===== src/rtl/plc_pkg.sv =====
package plc_pkg;
  localparam int unsigned NUM_SRC = 2;
  localparam int unsigned SRC_IDX = 0;
  localparam int unsigned SRC_EXT = 1;
endpackage


===== src/rtl/plc_edge_det.sv =====
module plc_edge_det #(
  parameter int unsigned N = 2
) (
  input  logic         clk,
  input  logic         rst_n,
  input  logic [N-1:0] sig_i,
  output logic [N-1:0] rise_o,
  output logic [N-1:0] fall_o
);
  logic [N-1:0] hist_q;

  for (genvar g = 0; g < N; g++) begin : g_ch
    always_ff @(posedge clk) begin
      if (!rst_n) hist_q[g] <= 1'b0;
      else        hist_q[g] <= sig_i[g];
    end
    assign rise_o[g] =  sig_i[g] & ~hist_q[g];
    assign fall_o[g] = ~sig_i[g] &  hist_q[g];
  end
endmodule


===== src/rtl/plc_arm.sv =====
module plc_arm (
  input  logic clk,
  input  logic rst_n,
  input  logic enable_i,
  input  logic block_i,
  input  logic event_i,
  output logic capture_o,
  output logic valid_o
);
  assign capture_o = enable_i & ~block_i & ~valid_o & event_i;

  always_ff @(posedge clk) begin
    if (!rst_n)         valid_o <= 1'b0;
    else if (!enable_i) valid_o <= 1'b0;
    else if (capture_o) valid_o <= 1'b1;
  end
endmodule


===== src/rtl/plc_latch_reg.sv =====
module plc_latch_reg #(
  parameter int unsigned W = 32
) (
  input  logic         clk,
  input  logic         rst_n,
  input  logic         load_i,
  input  logic [W-1:0] d_i,
  output logic [W-1:0] q_o
);
  always_ff @(posedge clk) begin
    if (!rst_n)      q_o <= '0;
    else if (load_i) q_o <= d_i;
  end
endmodule


===== src/rtl/pos_latch_capture.sv =====
module pos_latch_capture #(
  parameter int unsigned CNT_W  = 32,
  parameter int unsigned VIEW_W = 16
) (
  input  logic              clk,
  input  logic              rst_n,
  input  logic [CNT_W-1:0]  count_i,
  input  logic              idx_i,
  input  logic              ext_i,
  input  logic              arm_idx_i,
  input  logic              arm_ext_rise_i,
  input  logic              arm_ext_fall_i,
  output logic [CNT_W-1:0]  latch_o,
  output logic [VIEW_W-1:0] latch_lo_o,
  output logic              idx_valid_o,
  output logic              ext_valid_o
);
  import plc_pkg::*;

  localparam int unsigned LO_W = (VIEW_W < CNT_W) ? VIEW_W : CNT_W;

  logic [NUM_SRC-1:0] trig, rise, fall;
  logic cap_idx, cap_ext, ext_event, ext_enable;

  assign trig[SRC_IDX] = idx_i;
  assign trig[SRC_EXT] = ext_i;

  plc_edge_det #(.N(NUM_SRC)) u_edge (
    .clk(clk), .rst_n(rst_n), .sig_i(trig), .rise_o(rise), .fall_o(fall)
  );

  // Index source: never blocked.
  plc_arm u_arm_idx (
    .clk(clk), .rst_n(rst_n), .enable_i(arm_idx_i), .block_i(1'b0),
    .event_i(rise[SRC_IDX]), .capture_o(cap_idx), .valid_o(idx_valid_o)
  );

  // External source: either edge may be armed; index arming takes priority.
  assign ext_enable = arm_ext_rise_i | arm_ext_fall_i;
  assign ext_event  = (arm_ext_rise_i & rise[SRC_EXT]) |
                      (arm_ext_fall_i & fall[SRC_EXT]);

  plc_arm u_arm_ext (
    .clk(clk), .rst_n(rst_n), .enable_i(ext_enable), .block_i(arm_idx_i),
    .event_i(ext_event), .capture_o(cap_ext), .valid_o(ext_valid_o)
  );

  plc_latch_reg #(.W(CNT_W)) u_latch (
    .clk(clk), .rst_n(rst_n), .load_i(cap_idx | cap_ext),
    .d_i(count_i), .q_o(latch_o)
  );

  always_comb begin
    latch_lo_o = '0;
    latch_lo_o[LO_W-1:0] = latch_o[LO_W-1:0];
  end
endmodule


===== config.mk =====
export PLATFORM = sky130hd
export DESIGN_NAME = pos_latch_capture
export DESIGN_NICKNAME = d
export VERILOG_FILES = /design/src/rtl/plc_pkg.sv /design/src/rtl/plc_edge_det.sv /design/src/rtl/plc_arm.sv /design/src/rtl/plc_latch_reg.sv /design/src/rtl/pos_latch_capture.sv
export SDC_FILE = /design/constraint.sdc
export NUM_CORES = 1
export LEC_CHECK = 0
export BUFFER_PORTS_ARGS = -buffer_cell sky130_fd_sc_hd__buf_4
export CORE_MARGIN = 10
export CORE_UTILIZATION = 42
export DETAILED_ROUTE_END_ITERATION = 10
export PLACE_DENSITY = 0.73
export SYNTH_ARGS = -nofsm -noshare
export SYNTH_HDL_FRONTEND = slang
export SYNTH_SLANG_ARGS = --single-unit

===== constraint.sdc =====
create_clock -name clk -period 2.41 [get_ports clk]
set_input_delay 0.3615 -clock clk [delete_from_list [all_inputs] [get_ports clk]]
set_output_delay 0.3615 -clock clk [all_outputs]
set_load 0.02 [all_outputs]

### Word level (Yosys, flattened, before mapping)

Index checks and enable logic that the tools add are counted.

* bitwise operators: 19
* reductions and logical operators: 2

Operators by type and width (count)
* $and A1 B1 Y1: 10
* $not A1 Y1: 6
* $reduce_and A2 Y1: 2
* $or A1 B1 Y1: 3

* bits in registers: 36
* bits of input ports: 39
* output and inout port bits: 50
* word-level logic and storage cells: 26

### Longest topological paths before layout

Gate-level depths: netlist of the first run.

* depth after elaboration: 6
* gate-level depth with buffers: 7

### By module

Synthesis of the first run repeated with hierarchy kept, for this count alone.

* cell total of the unflattened synthesis: 139
* area, all modules: 1574.0 um2

Modules (own cells, without submodules)
* plc_latch_reg: instances 1, cells each 103, area an instance 1243.7 um2
* pos_latch_capture: instances 1, cells each 20, area an instance 145.1 um2
* plc_arm: instances 2, cells each 4, area an instance 53.8 um2
* plc_edge_det: instances 1, cells each 8, area an instance 77.6 um2

### Worst setup path after synthesis of the first run

OpenSTA, ideal clock, no wires.

* kind: input to register
* start: input arm_idx_i
* end: register u_latch.q_o[0]
* arrival: 1.172 ns
* data required time: 2.275 ns
* slack: 1.103 ns
* stages: 7
* path through: buf_4 nand4bb_2 buf_6 buf_6 buf_4 nand4_1 o2111ai_1

* word-level cells in the longest chain between the ends: 5
* elaborated cells on any way between the ends: 7
* classes of those cells: bitwise: 7

RTL lines
* from (decl): RTL line pos_latch_capture.sv:10 `input logic arm_idx_i,`
* $not A1 Y1: RTL line plc_arm.sv:10 `assign capture_o = enable_i & ~block_i & ~valid_o & event_i;`
* $and A1 B1 Y1 (3 in series): RTL line plc_arm.sv:10
* $or A1 B1 Y1 (*): RTL line pos_latch_capture.sv:49 `.clk(clk), .rst_n(rst_n), .load_i(cap_idx | cap_ext),`
* to (signal assigned): RTL line plc_latch_reg.sv:12 `else if (load_i) q_o <= d_i;`
* to (decl): RTL line plc_latch_reg.sv:8 `output logic [W-1:0] q_o`

Every way passes the cells marked *; elsewhere a longest branch is shown, timed or not.
A chain may end at the register's enable or synchronous reset.

### Worst setup path in the final report of the first run

* start: register u_arm_ext.valid_o
* end: output ext_valid_o

RTL lines
* from (decl): RTL line plc_arm.sv:8 `output logic valid_o`
* from (signal assigned): RTL line plc_arm.sv:13 `if (!rst_n) valid_o <= 1'b0;`
* from (signal assigned): RTL line plc_arm.sv:14 `else if (!enable_i) valid_o <= 1'b0;`
* from (signal assigned): RTL line plc_arm.sv:15 `else if (capture_o) valid_o <= 1'b1;`
* to (decl): RTL line pos_latch_capture.sv:16 `output logic ext_valid_o`

No word-level cell between the ends.

==> run metrics, run 1 <==
pre-CTS setup slack=0.728 ns; post-synthesis xor/xnor area fraction=0; Net Switching=0.000570 W; final worst setup slack=0.850 ns; Synth Area in Compound Gates=0.326; Setup Skew=0.0103 ns; P_int=0.00108 W; type of the worst min-delay path=primary input to flip-flop; RR Startpoint=u_arm_ext.valid_o; PostCTS Resize Cnt=0; Synthesized Nets=344; dominant cell type by area after synthesis=dfxtp_1; TritonCTS Buffers=5; via/cell ratio=6.24; setup TNS=0 ns; crit path DAT=1.20 ns; post-layout min period=1.56 ns; Critical Path Start=u_arm_ext.valid_o; Tot GR Track Use=0.149; # diodes=0; placed cells=415; met1 usage=0.191; drt total wl=7640 microns; Tcrit/Tclk final=0.647; slew margin rel.=0.455; min-delay src=ext_i; Cell Area, Placed=2980 sq um; clk root buf=clkbuf_8; Synth Area in Simple Gates=0.235; mux contribution to synthesized area=0; antenna-violating nets left=0; Chip Width=97.5 microns; most frequent cells in the layout=buf_4 (98), o2111ai_1 (64), dfxtp_1 (36); Top Usage Layer GRT=met2; CTS tree=done; max-slew violation count=0; CP Max Fanout=34; synthesized area per cell=8.27 sq um; Remaining DRCs=0; Reg clk slew, reported paths=0.07 ns; initial antenna violation count=0; Distinct cells, synth=17; largest net degree at the start of global routing=98; max-cap violation count=0; grt met3 use=0.0477; die footprint=9510 sq um; Pleak=1.19 nW; Synth Register Bits=36; gpl congestion=0.781; met2 usage=0.234; Hold-fix buffers, CTS=0; final setup fails=0; post-CTS setup buffer count=0; Initial Utilization=0.429; Startpoint Class=flip-flop; grt ovf=0; IR drop worst, VDD=246 uV; Final Net Count=386; Synth-to-Final Area Change=21.3%; Sequential Power Share=0.421; Iter 0 DRT Violations=237; layout cells sized above 1=0.308; die height=97.5 microns; CTS Sinks=36; unrepaired setup endpoints after global routing=no; first-pass GRT wire length=12,400 microns; Sw Ratio=0.346; vias in the first global route=2,466; post-route cell area=3060 sq um; Worst Path Required=2.05 ns; wire per inst=18.1 microns; CTS Buffer Depth=2; fin cells=422; Cells after Synth=305; Least-Margin Pin Slew=0.817 ns; Ys Warns=0; area share of fa/ha/maj cells after synthesis=0; Skew-Pair Late Insertion Delay=0.28 ns; Post-Syn Area=2520 sq um; htree depth=2; sequential area share after synthesis=0.286; Synth area leaders=dfxtp_1 (29%), o2111ai_1 (22%), o211ai_1 (9.5%); Port Buffer Count=88; core region area=5890 sq um; Crit Path Class=flip-flop to output pin; DR vias=2,632; f_max=641 MHz; worst hold slack=0.317 ns; top-area cell type share of the netlist area=0.286; Worst Setup End Kind=output pin; I/O pin count=89; clock share of power=0.253; Power per Cell Area=539 nW/um^2; commonest non-fill, non-tap cell in the layout=buf_4; largest family of logic cells by synthesized area=compound AO/OA/AOI/OAI gates; Hold Vio Cnt, Final=0; outcome=complete, no violations; Logic pwr share=0.326; First-pass DRT Iterations=4; site row count=28; DP Wirelength=4880 microns
kinds of logic (layout without fill, tap and decap cells):
family | Yosys count | count (layout)
AND/OR/NAND/NOR | 106 | 106
AO/OA/AOI/OAI | 99 | 99
buffers and inverters | 64 | 106
flip-flops | 36 | 36
worst paths after layout:
check | cells past startpoint | slack [ns] | endpoint
setup / recovery | 2 | 0.85 | ext_valid_o
hold / removal | 2 | 0.32 | u_edge.hist_q[1]
setup reg to reg | 4 | 1.06 | u_latch.q_o[7]
hold reg to reg | 2 | 0.51 | u_arm_idx.valid_o
routing by layer:
layer  wire length (microns)  vias up  part of all wire
met1                    3340     1257              0.44
met3                     559        4             0.073
li1                        -     1281                 -
met5                       0        -                 0
met2                    3700       90              0.48
met4                      44        0            0.0058
power by group through the flow:
stage / registers (W) / clock network (W) / logic (W)
6_report: 0.000694 / 0.000417 / 0.000537
5_1_grt: 0.000704 / 0.000445 / 0.000581
4_1_cts: 0.000695 / 0.000428 / 0.000543
3_5_place_dp: 0.000708 / 0 / 0.000540
3_3_place_gp: 0.000705 / 0 / 0.000534
2_1_floorplan: 0.000771 / 0 / 0.000283
metrics by stage:
stage | total power (W) | util
2_1_floorplan | 0.00105 | -
3_3_place_gp | 0.00124 | 0.507
3_5_place_dp | 0.00125 | 0.507
4_1_cts | 0.00167 | 0.520
5_1_grt | 0.00173 | 0.520
6_report | 0.00165 | 0.520
worst max-delay path, cell delays in order, from the launching register on:
cell and delay (ns):
dfxtp_1 0.34, buf_4 0.36, buf_4 0.22
registers in the layout (all words and copies together), names as in the netlist:
signal and cells:
u_arm_ext.valid_o 1, u_arm_idx.valid_o 1, u_edge.hist_q 2, u_latch.q_o 32
final cells by class:
cell class / count / area, sq um
sequential: 36 / 721
timing repair buffer: 98 / 736
tap: 75 / 93.8
clock inverter: 1 / 5.00
multi-input combinational: 205 / 1430
inverter: 1 / 3.75
fill: 579 / 2830
clock buffer: 6 / 72.6
cells in the mapped netlist, drive strengths merged:
cell type / count
nand4bb: 1
clkbuf: 25
nor2: 2
dfxtp: 36
inv: 1
nand3b: 2
and2: 34
buf: 38
o221a: 1
o211ai: 32
nand4: 32
and3b: 2
nand2: 33
o2111ai: 64
a21oi: 2
(Power assumes the default switching activity.)
==> inputs of run 2 (changes only) <==
--- a/config.mk
+++ b/config.mk
@@ -5,11 +5,12 @@
 export SDC_FILE = /design/constraint.sdc
 export NUM_CORES = 1
 export LEC_CHECK = 0
+export ABC_AREA = 1
 export BUFFER_PORTS_ARGS = -buffer_cell sky130_fd_sc_hd__buf_4
 export CORE_MARGIN = 10
-export CORE_UTILIZATION = 42
+export CORE_UTILIZATION = 41
 export DETAILED_ROUTE_END_ITERATION = 10
-export PLACE_DENSITY = 0.73
+export PLACE_DENSITY = 0.8
 export SYNTH_ARGS = -nofsm -noshare
 export SYNTH_HDL_FRONTEND = slang
 export SYNTH_SLANG_ARGS = --single-unit
==> constraint.sdc (replaced) <==
create_clock -name clk -period 1.35 [get_ports clk]
set_input_delay 0.2025 -clock clk [delete_from_list [all_inputs] [get_ports clk]]
set_output_delay 0.2025 -clock clk [all_outputs]
set_load 0.02 [all_outputs]
==> run metrics, run 2 <==
Crit Path Class=flip-flop to flip-flop; type of the worst min-delay path=primary input to flip-flop; Setup Skew=0.00457 ns (-0.00569 ns); Critical Path Max Stage Delay=0.33 ns (-0.03 ns); total power=0.00272 W (+65%); via/cell ratio=4.47 (-28%); Hold Vio Cnt, Final=0 (unchanged); CTS Buffer Depth=2 (unchanged); sequential area share after synthesis=0.416 (+0.130); Synth-to-Final Area Change=37.3%; slowest cell on the critical path=dfxtp_1; unrepaired setup endpoints after global routing=no; crit path cell chain=nor3_2, nand2_2, buf_12, a21oi_1, nor2_1; commonest non-fill, non-tap cell in the layout=buf_4; final setup fails=0 (unchanged); f_max=835 MHz; die height=85.0 microns (-13%); Worst Path Required=1.52 ns (-0.53 ns); DR vias=1,637 (-38%); most frequent cells in the layout=buf_4 (89), inv_1 (38), nand2_1 (36), dfxtp_1 (36); Skew-Pair Late Insertion Delay=0.27 ns (about the same); most common cell in the netlist=inv_1; Final Net Count=354 (-8.3%); gpl congestion=0.727 (-7.0%); clk root buf=clkbuf_8; CTS Sinks=36 (unchanged); initial antenna violation count=0 (unchanged); I/O pin count=89 (unchanged); first-pass GRT wire length=7470 microns (-40%); wire per inst=12.2 microns (-33%); drt total wl=4470 microns (-42%); Chip Width=85.0 microns (-13%); First-pass DRT Iterations=4 (unchanged); Synth Area in Compound Gates=0.0981 (-0.228); die footprint=7230 sq um (-24%); number of flip-flops in the largest register=32 (unchanged); crit path DAT=1.36 ns (+0.16 ns); top-area cell type share of the netlist area=0.416 (+0.130); Synth Register Bits=36 (unchanged); slew margin rel.=0.755 (+0.299); antenna-violating nets left=0 (unchanged); Cells after Synth=250 (-18%); Post-Syn Area=1730 sq um (-31%); Hold-fix buffers, CTS=0 (unchanged); synthesized area per cell=6.94 sq um (-16%); Largest Register=u_latch.q_o; Pleak=1.30 nW (+9.1%); Port Buffer Count=88 (unchanged); Remaining DRCs=0 (unchanged); R2R cell count=5 (+1); EDFF count, synth=0 (unchanged); vias in the first global route=1,586 (-36%); max-slew violation count=0 (unchanged); # diodes=0 (unchanged); largest net degree at the start of global routing=40 (-59%); largest family of logic cells by synthesized area=simple AND/OR/NAND/NOR gates; post-CTS setup buffer count=0 (unchanged); ys flop type=dfxtp_1; CTS tree=done; Startpoint Class=flip-flop; Tot GR Track Use=0.122 (-0.0263); Cell Area, Placed=2290 sq um (-23%); Iter 0 DRT Violations=68 (-71%); Least-Margin Pin Slew=0.368 ns (-0.449 ns); max-cap violation count=0 (unchanged); dominant cell type by area after synthesis=dfxtp_1; worst hold stages=3 (+1); CP Max Fanout=35 (+2.9%); Tcrit/Tclk final=0.887; layout cells sized above 1=0.320 (+0.0113); Reg clk slew, reported paths=0.07 ns (about the same); post-route cell area=2380 sq um (-22%); Initial Utilization=0.427 (-0.00140); Synthesized Nets=289 (-16%); IR drop worst, VDD=685 uV (+180%); htree depth=2 (unchanged); post-synthesis xor/xnor area fraction=0 (unchanged); core region area=4060 sq um (-31%); mux contribution to synthesized area=0 (unchanged); outcome=complete, no violations; site row count=23 (-18%); Power per Cell Area=1140 nW/um^2 (+110%); fraction of registers with async set/reset=0 (unchanged); PostCTS Resize Cnt=0 (unchanged); Util after Layout=0.587 (+0.0668); post-layout min period=1.20 ns; Worst Setup End Kind=flip-flop; Synth Area in Simple Gates=0.265 (+0.0298); area share of fa/ha/maj cells after synthesis=0 (unchanged); biggest regs=u_latch.q_o (32), u_edge.hist_q (2); DP Wirelength=3420 microns (-30%); TritonCTS Buffers=5 (unchanged); setup TNS=0 ns (unchanged); Distinct cells, synth=13 (-4); Post-synth top cells=inv_1 (38), nand2_1 (37), dfxtp_1 (36); Ys Warns=0 (unchanged); Synth area leaders=dfxtp_1 (42%), nand3_1 (10%), a21oi_1 (9.5%); grt ovf=0 (unchanged)
[run 2: changes by cell type after synthesis, sizes merged, moves of 31 or more]
cell     change
nand3       +35
and2        -34
nor2        +32
a21oi       +31
o2111ai     -64
o211ai      -32
nand4       -32
inv         +37
[run 2: power by group]
part | internal (W) | leakage (nW) | total, W | switching, W
Clock | 0.000416 | 0.0455 | 0.000756 | 0.000340
Combinational | 0.000345 | 0.956 | 0.000754 | 0.000409
Sequential | 0.00116 | 0.297 | 0.00121 | 0.0000559
Total | 0.00192 | 1.30 | 0.00272 | 0.000805
[run 2: through the flow]
| step | hold slack (ns) | instances | setup slack, ns |
|---|---|---|---|
| after floorplan | 0.296 | 250 | 0.126 |
| after global placement | 0.403 | 358 | 0.191 |
| after detailed placement | 0.407 | 358 | 0.162 |
| after CTS | 0.115 | 366 | 0.139 |
| after global routing | 0.120 | 366 | 0.0293 |
| final | 0.124 | 366 | 0.152 |
[run 2: path summary, 6_finish.rpt]
kind	startpoint	end	slack [ns]
setup reg to reg	u_arm_ext.valid_o	u_latch.q_o[29]	0.15
hold / removal	idx_i	u_edge.hist_q[0]	0.12
setup / recovery	u_arm_ext.valid_o	u_latch.q_o[29]	0.15
hold reg to reg	u_arm_ext.valid_o	u_arm_ext.valid_o	0.48
[run 2: worst max-delay path, delay by kind of cell, from the launching register on]
kind | cells | cell delay, ns
flip-flops | 1 | 0.33
buffers and inverters | 1 | 0.20
AND/OR/NAND/NOR | 3 | 0.40
AO/OA/AOI/OAI | 1 | 0.14
[run 2: cells by family after synthesis]
| group | count (synthesis) |
|---|---|
| and+or+nand+nor | 108 |
| AOI/OAI and AO/OA | 34 |
| DFF | 36 |
| buffers and inverters | 72 |
[run 2: cell type report]
| cell class | count | area (sq um) |
|---|---|---|
| Inverter | 38 | 143 |
| Multi-Input combinational cell | 142 | 637 |
| Clock buffer | 8 | 90.1 |
| Fill cell | 420 | 1680 |
| Timing Repair Buffer | 92 | 728 |
| Tap cell | 50 | 62.6 |
| Sequential cell | 36 | 721 |
[run 2: layer usage]
metal	wire length [microns]	vias to the layer above	share of wire	track usage
met4	88	0	0.020	0.0464
li1	-	882	-	-
met5	0	-	0	0
met1	1770	699	0.40	0.129
met2	2230	50	0.50	0.209
met3	380	6	0.085	0.0554
